File: src/rtl/vcd_pkg.sv
package vcd_pkg;

  localparam int PHR_W = 10;
  localparam int VOL_W = 5;
  localparam int SEL_W = 2;
  localparam logic [VOL_W-1:0] VOL_RST = '1;

  typedef enum logic [3:0] {
    EV_NONE, EV_PWRUP, EV_PWRDN, EV_PLAY, EV_SETPH,
    EV_START, EV_STOP, EV_LSET, EV_LCLR, EV_VOL
  } ev_kind_t;

  typedef struct packed {
    ev_kind_t          kind;
    logic [SEL_W-1:0]  sel;
    logic [PHR_W-1:0]  phrase;
    logic [VOL_W-1:0]  vol;
  } cmd_ev_t;

  // first byte of a command that expects an operand byte
  function automatic logic wants_operand(input logic [7:0] b);
    return (b[7:3] == 5'b01000) || (b[7:3] == 5'b00110) || (b[7:2] == 6'b101000);
  endfunction

  // decode of a complete one-byte command (power-up handled elsewhere)
  function automatic ev_kind_t single_kind(input logic [7:0] b);
    ev_kind_t k;
    k = EV_NONE;
    if (b == 8'h20) k = EV_PWRDN;
    else if (b[3:2] == 2'b00) begin
      case (b[7:4])
        4'h5:    k = EV_START;
        4'h6:    k = EV_STOP;
        4'h8:    k = EV_LSET;
        4'h9:    k = EV_LCLR;
        default: k = EV_NONE;
      endcase
    end
    return k;
  endfunction

endpackage

File: src/rtl/vcd_parser.sv
module vcd_parser
  import vcd_pkg::*;
(
  input  logic       clk,
  input  logic       rst_n,
  input  logic       cmd_valid,
  input  logic [7:0] cmd_byte,
  output cmd_ev_t    ev,
  output logic       pwr_on,
  output logic       dbl_entry
);

  logic       pend_q, pend_d;
  logic [7:0] first_q;
  logic       first_en;
  logic       pwr_q, pwr_d;
  logic       dbl_q, dbl_d;

  always_comb begin
    ev       = '{kind: EV_NONE, sel: '0, phrase: '0, vol: '0};
    pend_d   = pend_q;
    first_en = 1'b0;
    pwr_d    = pwr_q;
    dbl_d    = dbl_q;
    if (cmd_valid) begin
      if (pend_q) begin
        pend_d = 1'b0;
        if (first_q[7:3] == 5'b01000 || first_q[7:3] == 5'b00110) begin
          ev.kind   = (first_q[7:4] == 4'h4) ? EV_PLAY : EV_SETPH;
          ev.sel    = first_q[2] ? 2'b10 : 2'b01;
          ev.phrase = {first_q[1:0], cmd_byte};
        end else if (first_q[7:2] == 6'b101000) begin
          ev.kind = EV_VOL;
          ev.sel  = first_q[1:0];
          ev.vol  = cmd_byte[VOL_W-1:0];
        end
      end else if (cmd_byte[7:1] == 7'd0) begin
        ev.kind = EV_PWRUP;
        pwr_d   = 1'b1;
        dbl_d   = cmd_byte[0];
      end else if (pwr_q) begin
        if (wants_operand(cmd_byte)) begin
          pend_d   = 1'b1;
          first_en = 1'b1;
        end else begin
          ev.kind = single_kind(cmd_byte);
          ev.sel  = cmd_byte[1:0];
          if (ev.kind == EV_PWRDN) pwr_d = 1'b0;
        end
      end
    end
  end

  always_ff @(posedge clk or negedge rst_n) begin
    if (!rst_n) begin
      pend_q  <= 1'b0;
      first_q <= '0;
      pwr_q   <= 1'b0;
      dbl_q   <= 1'b0;
    end else begin
      pend_q <= pend_d;
      pwr_q  <= pwr_d;
      dbl_q  <= dbl_d;
      if (first_en) first_q <= cmd_byte;
    end
  end

  assign pwr_on    = pwr_q;
  assign dbl_entry = dbl_q;

endmodule

File: src/rtl/vcd_chan.sv
module vcd_chan
  import vcd_pkg::*;
#(
  parameter int IDX = 0
) (
  input  logic             clk,
  input  logic             rst_n,
  input  cmd_ev_t          ev,
  output logic             active,
  output logic             looping,
  output logic             start_p,
  output logic             stop_p,
  output logic [PHR_W-1:0] phrase,
  output logic [VOL_W-1:0] vol
);

  localparam bit SELECTABLE = (IDX < SEL_W);
  localparam int SEL_BIT    = SELECTABLE ? IDX : 0;

  logic             hit;
  logic             act_q, act_d, loop_q, loop_d;
  logic             start_d, stop_d, start_q, stop_q;
  logic             phr_en, vol_en;
  logic [PHR_W-1:0] phr_q;
  logic [VOL_W-1:0] vol_q;

  assign hit = SELECTABLE && ev.sel[SEL_BIT];

  always_comb begin
    act_d   = act_q;
    loop_d  = loop_q;
    start_d = 1'b0;
    stop_d  = 1'b0;
    phr_en  = 1'b0;
    vol_en  = 1'b0;
    if (ev.kind == EV_PWRDN) begin
      act_d  = 1'b0;
      loop_d = 1'b0;
    end else if (hit) begin
      case (ev.kind)
        EV_PLAY: begin
          phr_en  = 1'b1;
          act_d   = 1'b1;
          start_d = 1'b1;
        end
        EV_SETPH: phr_en = 1'b1;
        EV_START: begin
          act_d   = 1'b1;
          start_d = 1'b1;
        end
        EV_STOP: begin
          act_d  = 1'b0;
          loop_d = 1'b0;
          stop_d = 1'b1;
        end
        EV_LSET: loop_d = 1'b1;
        EV_LCLR: loop_d = 1'b0;
        EV_VOL:  vol_en = 1'b1;
        default: ;
      endcase
    end
  end

  always_ff @(posedge clk or negedge rst_n) begin
    if (!rst_n) begin
      act_q   <= 1'b0;
      loop_q  <= 1'b0;
      start_q <= 1'b0;
      stop_q  <= 1'b0;
      phr_q   <= '0;
      vol_q   <= VOL_RST;
    end else begin
      act_q   <= act_d;
      loop_q  <= loop_d;
      start_q <= start_d;
      stop_q  <= stop_d;
      if (phr_en) phr_q <= ev.phrase;
      if (vol_en) vol_q <= ev.vol;
    end
  end

  assign active  = act_q;
  assign looping = loop_q;
  assign start_p = start_q;
  assign stop_p  = stop_q;
  assign phrase  = phr_q;
  assign vol     = vol_q;

endmodule

File: src/rtl/voice_cmd_decoder.sv
module voice_cmd_decoder
  import vcd_pkg::*;
#(
  parameter int NCH = 2
) (
  input  logic               clk,
  input  logic               rst_n,
  input  logic               cmd_valid,
  input  logic [7:0]         cmd_byte,
  output logic               pwr_on,
  output logic               dbl_entry,
  output logic [NCH-1:0]     start_pulse,
  output logic [NCH-1:0]     stop_pulse,
  output logic [NCH-1:0]     ch_active,
  output logic [NCH-1:0]     ch_loop,
  output logic [NCH*PHR_W-1:0] ch_phrase,
  output logic [NCH*VOL_W-1:0] ch_volume,
  output logic [7:0]         busy_status
);

  cmd_ev_t ev;

  vcd_parser u_parser (
    .clk       (clk),
    .rst_n     (rst_n),
    .cmd_valid (cmd_valid),
    .cmd_byte  (cmd_byte),
    .ev        (ev),
    .pwr_on    (pwr_on),
    .dbl_entry (dbl_entry)
  );

  for (genvar i = 0; i < NCH; i++) begin : g_ch
    vcd_chan #(.IDX(i)) u_chan (
      .clk     (clk),
      .rst_n   (rst_n),
      .ev      (ev),
      .active  (ch_active[i]),
      .looping (ch_loop[i]),
      .start_p (start_pulse[i]),
      .stop_p  (stop_pulse[i]),
      .phrase  (ch_phrase[i*PHR_W +: PHR_W]),
      .vol     (ch_volume[i*VOL_W +: VOL_W])
    );
  end

  always_comb begin
    busy_status          = '0;
    busy_status[NCH-1:0] = ch_active;
  end

endmodule

File: config.mk
export PLATFORM = sky130hd
export DESIGN_NAME = voice_cmd_decoder
export DESIGN_NICKNAME = d
export VERILOG_FILES = /design/src/rtl/vcd_pkg.sv /design/src/rtl/vcd_parser.sv /design/src/rtl/vcd_chan.sv /design/src/rtl/voice_cmd_decoder.sv
export SDC_FILE = /design/constraint.sdc
export NUM_CORES = 1
export LEC_CHECK = 0
export ABC_AREA = 1
export BUFFER_PORTS_ARGS = -buffer_cell sky130_fd_sc_hd__clkbuf_2
export CAP_MARGIN = 20
export CORE_UTILIZATION = 26
export DETAILED_ROUTE_END_ITERATION = 7
export SYNTH_ARGS = -nofsm -noshare
export SYNTH_HDL_FRONTEND = slang
export SYNTH_HIERARCHICAL = 1
export SYNTH_SLANG_ARGS = --single-unit
File: constraint.sdc
create_clock -name clk -period 3.2 [get_ports clk]
set_input_delay 0.48 -clock clk [delete_from_list [all_inputs] [get_ports clk]]
set_output_delay 0.48 -clock clk [all_outputs]
set_load 0.05 [all_outputs]
# Word-level counts from Yosys, hierarchy flattened
# Cells that the tools add are included.
# W data, S select, Z words.
[totals] reg_bits=49 inputBits=11 out_inout_bits=48 word_cells=117
[classes] eq_ne=21 muxes=61 bitwise_logic=1 n_reduce_logical=18
[ops] op="$mux W1" count=37
[ops] op="$mux W4" count=8
[ops] op="$mux W6" count=5
[ops] op="$eq A4 B3 Y1 const B" count=7
[ops] op="$mux W21" count=1
[ops] op="$eq A4 B4 Y1 const B" count=4
[ops] op="$pmux W4 S4" count=1
[ops] op="$mux W15" count=1
[ops] op="$eq A4 B2 Y1 const B" count=3
[ops] op="$eq A6 B6 Y1 const B" count=2
[ops] op="$eq A5 B3 Y1 const B" count=2
[ops] op="$eq A5 B4 Y1 const B" count=2
[ops] op="$mux W10" count=1
[ops] op="$mux W5" count=2
[ops] op="$reduce_and A2 Y1" count=5
[ops] op="$eq A8 B6 Y1 const B" count=1
[ops] op="$logic_not A7 Y1" count=1
[ops] op="$reduce_bool A3 Y1" count=2
[ops] op="$reduce_or A2 Y1" count=3
[ops] op="$mux W2" count=2
[ops] op="$pmux W1 S2" count=2
[ops] op="$reduce_bool A2 Y1" count=2
[ops] op="$logic_or A1 B1 Y1" count=3
[ops] op="$mux W3" count=1
[ops] op="other kinds (3)" count=3

# Logic depth before layout (Yosys ltp)
# Gate-level depths: netlist (run 1).
[logic_depth] depth_word=19 ltp_mapped=15 ltp_nobuf=15

# Hierarchy
# The synthesis (run 1) kept the hierarchy.
[modules_own_cells] mod="vcd_chan" n_inst=2 cells_per_inst=106 area_per_inst_um2=864.6 seq_area_each_um2=481.7
[modules_own_cells] mod="vcd_parser" n_inst=1 cells_per_inst=157 area_per_inst_um2=933.4 seq_area_each_um2=275.3
[modules_own_cells] mod="voice_cmd_decoder" n_inst=1 cells_per_inst=9 area_per_inst_um2=63.8 seq_area_each_um2=0.0

# Worst setup path after synthesis (run 1)
# Ideal clock, no wire load.
[synth_path] path_type="register to register" start="reg u_parser.pwr_q (netlist: u_parser/pwr_on)" end="reg g_ch[0].u_chan.phr_q[0]" setup_time_ns=0.119 arrival_time_ns=2.063 required_time_ns=3.081 path_slack_ns=1.018 stages_incl_launch_ff=13 path_buffers=1 period_less_slack_ns=2.182 cell_sequence="dfrtp_1 inv_1 nor3_4 buf_6 o21ai_1 o21ai_1 nand2_1 inv_1 nand2_1 o21ai_2 nand2_2 nand2_1 nand2_1"
[synth_lines] item="start, declared" line="vcd_parser.sv:16" text="logic pwr_q, pwr_d;"
[synth_lines] item="start signal, assigned" line="vcd_parser.sv:62" text="pwr_q <= pwr_d;"
[synth_lines] item="end signal, assigned" line="vcd_chan.sv:77" text="if (phr_en) phr_q <= ev.phrase;"
[synth_lines] item="end, declared" line="vcd_chan.sv:24" text="logic [PHR_W-1:0] phr_q;"

==> metrics.log, run 1 <==
INFO  metric total_area_of_multi_input_combinational_cells = around 1200 sq um
INFO  metric buffer_and_inverter_count_on_the_worst_path = 2
INFO  metric clockBufferDepth = 2
INFO  metric period_share = between 70% and 80%
INFO  metric synth.yosys.seq_area_share = a little under half
INFO  metric grt_antenna_before_repair = 0
INFO  metric cts-buffers-inserted = 5
INFO  metric detail_route.iter0.violations = around 150
INFO  metric timing.critical_path.required = 3400 ps
INFO  metric worstSetupStartpointType = flip-flop
INFO  metric gp_congestion = roughly 0.9
INFO  metric cts_tree = done
INFO  metric critical_path.cell_chain = inv_1 > nor2_1 > nand3_1 > nand2_1 > nand2_1 > o21ai_0 > nand2_1 > inv_1 > nand2_1 > o21ai_2 > nand2_2 > nand2_1 > nand2_1
INFO  metric floorplan.rows = 37
INFO  metric finalInstanceArea = roughly 3200 sq um
INFO  metric arrival = 2670 ps
INFO  metric ys_seq_elements = between 40 and 50
INFO  metric worst_slew_pin_slew = between 600 and 700 ps
INFO  metric synthDistinctLibCells = 25
INFO  metric final_period_minus_worst_setup_slack = roughly 2500 ps
INFO  metric initial_core_util = between 20% and 30%
INFO  metric worst_skew_pair.late_latency = ~300 ps
INFO  metric cpPeakStageDelay = slightly below 400 ps
INFO  metric setup_total_negative_slack = 0 ps
INFO  metric vias = roughly 2,600
INFO  metric worstSetupPathDepth = 13
INFO  metric buffers_inserted_by_post_cts_timing_repair = 0
INFO  metric drc = 0
INFO  metric place.detailed.hpwl = 5580 um
INFO  metric max_clock_freq = just over 400 MHz
INFO  metric synth_enable_flop_cells = 0
INFO  metric max-vdd-ir-drop = 143 uV
INFO  metric chipHeight = 104 um
INFO  metric core_region_area = roughly 10,000 sq um
INFO  metric hp-class = in -> async
INFO  metric synth_area_per_cell = 7.21 sq um
INFO  metric post_drt_wl_per_cell = 12.6 um
INFO  metric grt_start_max_net_pins = 45
INFO  metric synthesized_area = approximately 2700 sq um
INFO  metric maxCapViolations = 0
INFO  metric finalSetupViolCount = 0
INFO  metric antenna_violating_nets_post_route = 0
INFO  metric floorplan.die_area = roughly 11,000 sq um
INFO  metric grt_overflow = 0
INFO  metric clock_tree.root_cell = sky130_fd_sc_hd__clkbuf_8
INFO  metric leakagePower = around 1.8 nW
INFO  metric drt_wl_total = approximately 7100 um
INFO  metric worst_r2r_path_depth = 13
INFO  metric r2r_slack = roughly 730 ps
INFO  metric synth_top_area_share = a little over a third
INFO  metric synth_area_leaders = sky130_fd_sc_hd__dfrtp_1, sky130_fd_sc_hd__nand2_1, sky130_fd_sc_hd__dfstp_2
INFO  metric synth_cells = 378
INFO  metric fin_nets = approximately 440
INFO  metric timing_max_transition_violations_final = 0
INFO  metric drt-pass1-iter-count = 4
INFO  metric flow.area_growth_from_synthesis = 17.1%
INFO  metric clkTransAtPathRegs = 100 ps
INFO  metric layout_common_cells = sky130_fd_sc_hd__nand2_1, sky130_fd_sc_hd__clkbuf_2, sky130_fd_sc_hd__inv_1
INFO  metric seqCellArea = 1240 sq um
INFO  metric dieWidth = around 100 um
INFO  metric number_of_global_route_vias_before_repair = roughly 2,500
INFO  metric grt_usage = around 14%
INFO  metric layout_commonest_cell = sky130_fd_sc_hd__nand2_1
INFO  metric asyncSetResetFlopFracSynth = 100%
INFO  metric power = 1.16 mW
INFO  metric grt_first_pass_wirelength = roughly 12,000 um
INFO  metric fin_util = a little under a third
INFO  metric ys.warnings.count = 6
INFO  metric layout-drive-gt1-share = a little over a fifth
INFO  metric slowest_cell_on_crit_path = sky130_fd_sc_hd__dfrtp_1
INFO  metric top_level_ports = just under 60
INFO  metric instance_area_at_placement = just over 3000 sq um
INFO  metric rsz0062_at_grt = no
INFO  metric worst_slew_slack_as_a_fraction_of_its_limit = between 50 and 60%
INFO  metric family_with_the_most_delay_on_the_worst_path = simple AND/OR/NAND/NOR gates
INFO  metric worst_clock_skew = between 4 and 5 ps
INFO  metric cts.repair.resized = 0
INFO  metric synthDominantAreaCellType = sky130_fd_sc_hd__dfrtp_1
INFO  metric power.density_cell_area = approximately 360 nW/um^2
INFO  metric sink_count = 49
INFO  metric drt-vias-per-instance = 4.52
INFO  metric timing_hold_violations_final = 0
INFO  metric synth-main-ff-cell = sky130_fd_sc_hd__dfrtp_1
INFO  metric hold_buffers = 0
INFO  metric status = complete, no violations
INFO  metric critical_path.most_common_cell = sky130_fd_sc_hd__nand2_1
INFO  metric port_buffers = 52
INFO  metric critPathKind = reg -> reg
INFO  metric h-tree-depth = 2
INFO  metric end_kind = flip-flop
INFO  metric final.fill_count = roughly 1,100
INFO  metric cp_max_fo = 11
INFO  metric num_antenna_cells = 0
-- cell type report --
class                      instances  share of cell area (%)
clock buffer                       5                    2.16
multi-input combinational        273                    38.2
clock inverter                     3                   0.666
tap                              136                    5.33
sequential                        49                    38.8
timing repair buffer              57                    9.72
inverter                          44                    5.17
-- flip-flops by register name (all words and copies together) (netlist names) --
register / cells
g_ch.u_chan/looping: 2
u_parser/pwr_on: 1
u_parser/first_q: 8
g_ch.u_chan/stop_p: 2
u_parser/dbl_entry: 1
g_ch.u_chan/phrase: 20
g_ch.u_chan/start_p: 2
g_ch.u_chan/vol: 10
u_parser/pend_q: 1
g_ch.u_chan/active: 2
-- final timing paths --
| kind | from | endpoint |
|---|---|---|
| setup reg to reg | u_parser/first_q[6]$_DFFE_PN0P_ | g_ch[0].u_chan/phrase[7]$_DFFE_PN0P_ |
| min in group clk | cmd_byte[1] | u_parser/first_q[1]$_DFFE_PN0P_ |
| max in group asynchronous | rst_n | g_ch[0].u_chan/vol[2]$_DFFE_PN1P_ |
| hold reg to reg | g_ch[1].u_chan/phrase[4]$_DFFE_PN0P_ | g_ch[1].u_chan/phrase[4]$_DFFE_PN0P_ |
| setup / recovery | u_parser/first_q[6]$_DFFE_PN0P_ | g_ch[0].u_chan/phrase[7]$_DFFE_PN0P_ |
| hold / removal | rst_n | u_parser/first_q[7]$_DFFE_PN0P_ |
-- cell families (layout without fill, tap and decap cells) --
family          Yosys count  count (layout)  synth area share (%)
buf+inv                  61             109                  10.6
flops                    49              49                  45.4
compound gates           27              27                  5.51
simple gates            240             240                  38.4
other cells               1               6                 0.138
-- routing by layer --
| layer | vias to the layer above | track usage, % | part of all wire (%) |
|---|---|---|---|
| met5 | - | 0 | 0 |
| met1 | 1178 | 18.6 | 45 |
| li1 | 1282 | - | - |
| met4 | 0 | 6.02 | 1.7 |
| met2 | 95 | 22.7 | 48 |
| met3 | 10 | 2.69 | 5.2 |
-- power by group --
| part | leakage, nW | internal, mW | switching, mW |
|---|---|---|---|
| combinational | 1.10 | 0.0313 | 0.115 |
| sequential | 0.623 | 0.628 | 0.00822 |
| clock | 0.0445 | 0.156 | 0.220 |
| total | 1.77 | 0.814 | 0.343 |
-- Yosys cell counts, drive strengths merged, types with 2 or more instances --
library cell and count:
nand2 143, inv 44, dfrtp 39, nand3 39
nor2 35, o21ai 21, nor3 17, buf 16
dfstp 10, nand4 5, a21oi 3, o211ai 2
-- per-stage QoR --
stage / setup slack (ps) / instances / hold slack, ps
2_1_floorplan: 1020 / 383 / 184
3_3_place_gp: 611 / 558 / 458
3_5_place_dp: 565 / 558 / 462
4_1_cts: 759 / 566 / 415
5_1_grt: 433 / 567 / 54.3
6_report: 730 / 567 / 52.7
(Power assumes the default switching activity.)
==> run 2, diff against run 1 <==
==> constraint.sdc (replaced) <==
create_clock -name clk -period 2.32 [get_ports clk]
set_input_delay 0.348 -clock clk [delete_from_list [all_inputs] [get_ports clk]]
set_output_delay 0.348 -clock clk [all_outputs]
set_load 0.05 [all_outputs]
==> metrics.log, run 2 (synthesis gave the netlist of run 1 again) <==
INFO  metric hold_buffers = 0
INFO  metric power = 1.59 mW
INFO  metric worst_slew_pin_slew = 614 ps
INFO  metric buffers_inserted_by_post_cts_timing_repair = 0
INFO  metric layout-drive-gt1-share = between 20 and 25%
INFO  metric floorplan.die_area = about 11,000 sq um
INFO  metric drt-pass1-iter-count = 6
INFO  metric drt-vias-per-instance = about 4.4
INFO  metric grt_first_pass_wirelength = ~11,000 um
INFO  metric layout_commonest_cell = sky130_fd_sc_hd__nand2_1
INFO  metric buffer_and_inverter_count_on_the_worst_path = 2
INFO  metric sw_frac_of_total = 29.4%
INFO  metric setup_total_negative_slack = 0 ps
INFO  metric detail_route.iter0.violations = 203
INFO  metric antenna_violating_nets_post_route = 0
INFO  metric status = complete, no violations
INFO  metric internal_power = ~1.1 mW
INFO  metric cp_max_fo = 16
INFO  metric layout_common_cells = sky130_fd_sc_hd__nand2_1, sky130_fd_sc_hd__clkbuf_2, sky130_fd_sc_hd__inv_1
INFO  metric max_clock_freq = roughly 480 MHz
INFO  metric end_kind = flip-flop
INFO  metric rsz0062_at_grt = no
INFO  metric worst_clock_skew = approximately 11 ps
INFO  metric dieWidth = 104 um
INFO  metric core_region_area = slightly above 10,000 sq um
INFO  metric grt_start_max_net_pins = 29
INFO  metric final_period_minus_worst_setup_slack = 2100 ps
INFO  metric post_drt_wl_per_cell = ~12 um
INFO  metric largest_reg_flops = 20
INFO  metric num_antenna_cells = 0
INFO  metric gp_congestion = about 0.93
INFO  metric total_switching_power = 0.468 mW
INFO  metric cts-buffers-inserted = 5
INFO  metric pre_cts_ws = about 130 ps
INFO  metric final_worst_slack = 223 ps
INFO  metric timing.critical_path.required = 2560 ps
INFO  metric leakagePower = 1.79 nW
INFO  metric cts_tree = done
INFO  metric drc = 0
INFO  metric port_buffers = 52
INFO  metric family_with_the_most_delay_on_the_worst_path = simple AND/OR/NAND/NOR gates
INFO  metric worst_skew_pair.late_latency = 300 ps
INFO  metric hp-class = in -> async
INFO  metric critPathKind = reg -> reg
INFO  metric arrival = about 2300 ps
INFO  metric maxCapViolations = 0
INFO  metric clkPwrFrac = 32.1%
INFO  metric power.combinational.fraction = 12.8%
INFO  metric floorplan.rows = 37
INFO  metric vias = 2,536
INFO  metric critical_path.cell_chain = nor2_4 > inv_2 > nor3_4 > buf_4 > nand2_1 > nand2_1 > nand2_2 > nor2_4 > nand2_1 > nand2_1
INFO  metric chipHeight = 104 um
INFO  metric flow.area_growth_from_synthesis = 18.5%
INFO  metric cpPeakStageDelay = about 460 ps
INFO  metric drt_wl_total = approximately 6800 um
INFO  metric top_level_ports = a little under 60
INFO  metric worst_slew_slack_as_a_fraction_of_its_limit = approximately 59%
INFO  metric grt_antenna_before_repair = 0
INFO  metric slowest_cell_on_crit_path = sky130_fd_sc_hd__dfrtp_1
INFO  metric number_of_global_route_vias_before_repair = 2,373
INFO  metric seq_power_share = 55.1%
INFO  metric grt_usage = 12.9%
INFO  metric clockBufferDepth = 2
INFO  metric clock_tree.root_cell = sky130_fd_sc_hd__clkbuf_8
INFO  metric initial_core_util = a little over a quarter
INFO  metric max-vdd-ir-drop = ~190 uV
INFO  metric critical_path.most_common_cell = sky130_fd_sc_hd__nand2_1
INFO  metric place.detailed.hpwl = 5410 um
INFO  metric grt_overflow = 0
INFO  metric finalSetupViolCount = 0
INFO  metric clkTransAtPathRegs = about 100 ps
INFO  metric h-tree-depth = 2
INFO  metric timing_max_transition_violations_final = 0
INFO  metric fin_util = between 30% and 40%
INFO  metric worstSetupStartpointType = flip-flop
INFO  metric timing_hold_violations_final = 0
INFO  metric power.density_cell_area = just under 500 nW/um^2
INFO  metric sink_count = 49
INFO  metric cts.repair.resized = 0
INFO  metric period_share = between 90% and 100%
INFO  metric fin_nets = ~450
[run 2: through the flow]
step | hold WS, ps | cell area [sq um] | std cells
after floorplan | 52.4 | 2750 | 383
after global placement | 387 | 3140 | 564
after detailed placement | 391 | 3140 | 564
after CTS | 55.6 | 3230 | 572
after global routing | 79.3 | 3230 | 572
final | 45.8 | 3230 | 572
[run 2: cell type report]
class                           instances  area [sq um]
Clock inverter                          3          21.3
Multi-Input combinational cell        273          1220
Inverter                               44           165
Sequential cell                        49          1240
Fill cell                            1114          7000
Clock buffer                            5          68.8
Tap cell                              136           170
Timing Repair Buffer                   62           348
[run 2: metal layers]
metal	global-route usage, %	vias up	wire length, um
met2	20.6	78	3190
met4	5.51	0	146
li1	-	1289	-
met1	16.8	1159	3120
met5	0	-	0
met3	2.82	10	370
[run 2: power by group through the flow]
stage / Sequential, mW / Clock [mW] / Combinational (mW)
after CTS: 0.877 / 0.540 / 0.205
after detailed placement: 0.893 / 0 / 0.204
after floorplan: 0.922 / 0 / 0.118
final: 0.877 / 0.512 / 0.203
after global routing: 0.879 / 0.567 / 0.222
after global placement: 0.892 / 0 / 0.203
[run 2: path summary, 6_finish.rpt]
check | from | to | slack [ps] | cells after the start
worst max-delay path | u_parser/pend_q$_DFFE_PN0P_ | g_ch[0].u_chan/vol[1]$_DFFE_PN1P_ | 220 | 10
worst min-delay path | rst_n | u_parser/first_q[6]$_DFFE_PN0P_ | 50 | 1
worst max register to register | u_parser/pend_q$_DFFE_PN0P_ | g_ch[0].u_chan/vol[1]$_DFFE_PN1P_ | 220 | 10
worst min register to register | g_ch[1].u_chan/phrase[9]$_DFFE_PN0P_ | g_ch[1].u_chan/phrase[9]$_DFFE_PN0P_ | 480 | 2
max in group asynchronous | rst_n | g_ch[0].u_chan/vol[1]$_DFFE_PN1P_ | 1660 | 2
min in group clk | cmd_byte[0] | u_parser/first_q[0]$_DFFE_PN0P_ | 290 | 3
==> run 3, diff against run 2 <==
--- a/config.mk
+++ b/config.mk
@@ -8,7 +8,10 @@
 export ABC_AREA = 1
 export BUFFER_PORTS_ARGS = -buffer_cell sky130_fd_sc_hd__clkbuf_2
 export CAP_MARGIN = 20
+export CORE_ASPECT_RATIO = 1.25
+export CORE_MARGIN = 3
 export CORE_UTILIZATION = 26
+export CTS_CLUSTER_DIAMETER = 100
 export DETAILED_ROUTE_END_ITERATION = 7
 export SYNTH_ARGS = -nofsm -noshare
 export SYNTH_HDL_FRONTEND = slang
==> metrics.log, run 3 (synthesis gave the netlist of run 1 again) <==
INFO  metric hp-class = in -> async
INFO  metric fin_util = roughly 33%
INFO  metric finalSetupViolCount = 0
INFO  metric post_layout_nonfiller_instances = 571
INFO  metric worst_slew_pin_slew = ~620 ps
INFO  metric cp_max_fo = 10
INFO  metric floorplan.rows = 41
INFO  metric worst_slew_slack_as_a_fraction_of_its_limit = 58.6%
INFO  metric grt_first_pass_wirelength = between 10,000 and 15,000 um
INFO  metric clockBufferDepth = 2
INFO  metric dieWidth = 97.6 um
INFO  metric cts_tree = done
INFO  metric vias = 2,575
INFO  metric top_level_ports = 59
INFO  metric largest_reg_flops = 20
INFO  metric fin_hold_ws = roughly 61 ps
INFO  metric max-vdd-ir-drop = about 250 uV
INFO  metric busiest_layer = met2
INFO  metric final_worst_slack = ~280 ps
INFO  metric clock_tree.root_cell = sky130_fd_sc_hd__clkbuf_16
INFO  metric num_antenna_cells = 0
INFO  metric pre_cts_ws = 82.8 ps
INFO  metric h-tree-depth = 2
INFO  metric rsz0062_at_grt = no
INFO  metric final.fill_count = roughly 1,100
INFO  metric worstSetupStartpointType = flip-flop
INFO  metric total_area_of_multi_input_combinational_cells = around 1200 sq um
INFO  metric setup_total_negative_slack = 0 ps
INFO  metric flow.area_growth_from_synthesis = 22.8%
INFO  metric antenna_violating_nets_post_route = 0
INFO  metric post_drt_wl_per_cell = about 13 um
INFO  metric maxCapViolations = 0
INFO  metric grt_overflow = 0
INFO  metric final_period_minus_worst_setup_slack = around 2000 ps
INFO  metric gp_congestion = a little over 0.9
INFO  metric drt-pass1-iter-count = 4
INFO  metric grt_usage = around an eighth
INFO  metric grt_antenna_before_repair = 0
INFO  metric critPathKind = reg -> reg
INFO  metric met1_usage = between 10% and 20%
INFO  metric status = complete, no violations
INFO  metric initial_core_util = approximately 27%
INFO  metric grt.met2_usage = ~22%
INFO  metric number_of_global_route_vias_before_repair = around 2,400
INFO  metric dp_cells = ~560
INFO  metric r2r_slack = approximately 280 ps
INFO  metric finalInstanceArea = roughly 3300 sq um
INFO  metric drc = 0
INFO  metric layout-drive-gt1-share = 24.0%
INFO  metric chipHeight = about 120 um
INFO  metric max_clock_freq = approximately 490 MHz
INFO  metric timing_max_transition_violations_final = 0
INFO  metric instance_area_at_placement = between 3000 and 4000 sq um
INFO  metric worst_skew_pair.late_latency = just under 300 ps
INFO  metric detail_route.iter0.violations = about 100
INFO  metric seqCellArea = between 1000 and 1500 sq um
INFO  metric power = roughly 1.9 mW
INFO  metric leakagePower = ~1.8 nW
INFO  metric layout_common_cells = sky130_fd_sc_hd__nand2_1, sky130_fd_sc_hd__clkbuf_2, sky130_fd_sc_hd__nand3_1, sky130_fd_sc_hd__dfrtp_1, sky130_fd_sc_hd__inv_1
INFO  metric grt_start_max_net_pins = 28
INFO  metric power.density_cell_area = about 570 nW/um^2
INFO  metric timing.critical_path.required = 2500 ps
INFO  metric arrival = between 2000 and 2500 ps
INFO  metric layout_commonest_cell = sky130_fd_sc_hd__nand2_1
INFO  metric drt_wl_total = 7240 um
INFO  metric grt_util_met3 = 3.23%
INFO  metric clkTransAtPathRegs = ~60 ps
INFO  metric worst_r2r_path_depth = 12
INFO  metric period_share = 88.1%
INFO  metric port_buffers = between 50 and 60
INFO  metric fin_nets = about 450
INFO  metric floorplan.die_area = 11,800 sq um
INFO  metric cts-buffers-inserted = 5
INFO  metric place.detailed.hpwl = 5790 um
INFO  metric sink_count = slightly below 50
INFO  metric worst_clock_skew = between 4 and 5 ps
INFO  metric rr_startpoint = u_parser/first_q[5]$_DFFE_PN0P_
INFO  metric end_kind = flip-flop
INFO  metric drt-vias-per-instance = ~4.5
INFO  metric timing_hold_violations_final = 0
INFO  metric core_region_area = just over 10,000 sq um
INFO  metric timing.rr.end = g_ch[1].u_chan/phrase[0]$_DFFE_PN0P_
==> run 3: cell types whose count changed in the layout (fill, tap and decap cells not counted) <==
cell / delta
sky130_fd_sc_hd__buf_4: +6
sky130_fd_sc_hd__inv_6: -1
sky130_fd_sc_hd__clkinv_1: +1
sky130_fd_sc_hd__clkinvlp_4: +1
sky130_fd_sc_hd__clkbuf_8: -5
sky130_fd_sc_hd__bufinv_16: +1
sky130_fd_sc_hd__clkbuf_16: +5
sky130_fd_sc_hd__inv_2: +2
sky130_fd_sc_hd__inv_1: -3
sky130_fd_sc_hd__clkinv_2: -1
==> run 3: layer usage <==
| layer | part of all wire, % | wire (um) | vias to the layer above |
|---|---|---|---|
| met3 | 5.8 | 420 | 16 |
| met4 | 2.8 | 206 | 0 |
| met1 | 41 | 2980 | 1179 |
| met5 | 0 | 0 | - |
| met2 | 50 | 3630 | 80 |
| li1 | - | - | 1300 |
==> run 3: worst max path at each step <==
stage,start,endpoint,slack (ps),cells after the start
floorplan,u_parser/pwr_on$_DFFE_PN0P_,g_ch[0].u_chan/phrase[0]$_DFFE_PN0P_,140,12
detailed placement,cmd_byte[6],g_ch[0].u_chan/vol[3]$_DFFE_PN1P_,80,14
global placement,cmd_byte[6],g_ch[0].u_chan/vol[3]$_DFFE_PN1P_,60,14
CTS,u_parser/first_q[6]$_DFFE_PN0P_,g_ch[1].u_chan/phrase[0]$_DFFE_PN0P_,200,13
global route,u_parser/first_q[6]$_DFFE_PN0P_,g_ch[1].u_chan/phrase[2]$_DFFE_PN0P_,40,13
finish,u_parser/first_q[5]$_DFFE_PN0P_,g_ch[1].u_chan/phrase[0]$_DFFE_PN0P_,280,12
==> run 3: area by class of cell <==
cell class | count | share of cell area [%]
inverter | 44 | 5.05
clock buffer | 5 | 3.74
sequential | 49 | 37.0
timing repair buffer | 68 | 11.7
tap | 129 | 4.82
multi-input combinational | 273 | 36.4
clock inverter | 3 | 1.23
==> run 3: repair_timing <==
action / CTS / global route
resized for setup: 0 / 3
hold buffers: 0 / 0
setup endpoints to repair: 0 / 17
endpoints found under the hold margin: 0 / 0
buffers inserted: 0 / 0
==> run 3: power by group <==
group | switching, mW | internal [mW] | total [mW]
Clock | 0.312 | 0.505 | 0.816
Sequential | 0.0114 | 0.867 | 0.878
Combinational | 0.162 | 0.0489 | 0.211
==> run 3: worst max-delay path, stage by stage, from the launching register on <==
cell and delay [ps]:
sky130_fd_sc_hd__dfrtp_1 420, sky130_fd_sc_hd__nor2_1 170, sky130_fd_sc_hd__nand3_1 120, sky130_fd_sc_hd__nand2_1 80
sky130_fd_sc_hd__nand2_1 80, sky130_fd_sc_hd__o21ai_0 190, sky130_fd_sc_hd__nand2_1 90, sky130_fd_sc_hd__inv_2 110
sky130_fd_sc_hd__nand2_1 110, sky130_fd_sc_hd__o21ai_2 230, sky130_fd_sc_hd__nand2_2 170, sky130_fd_sc_hd__nand2_1 90
sky130_fd_sc_hd__nand2_1 50
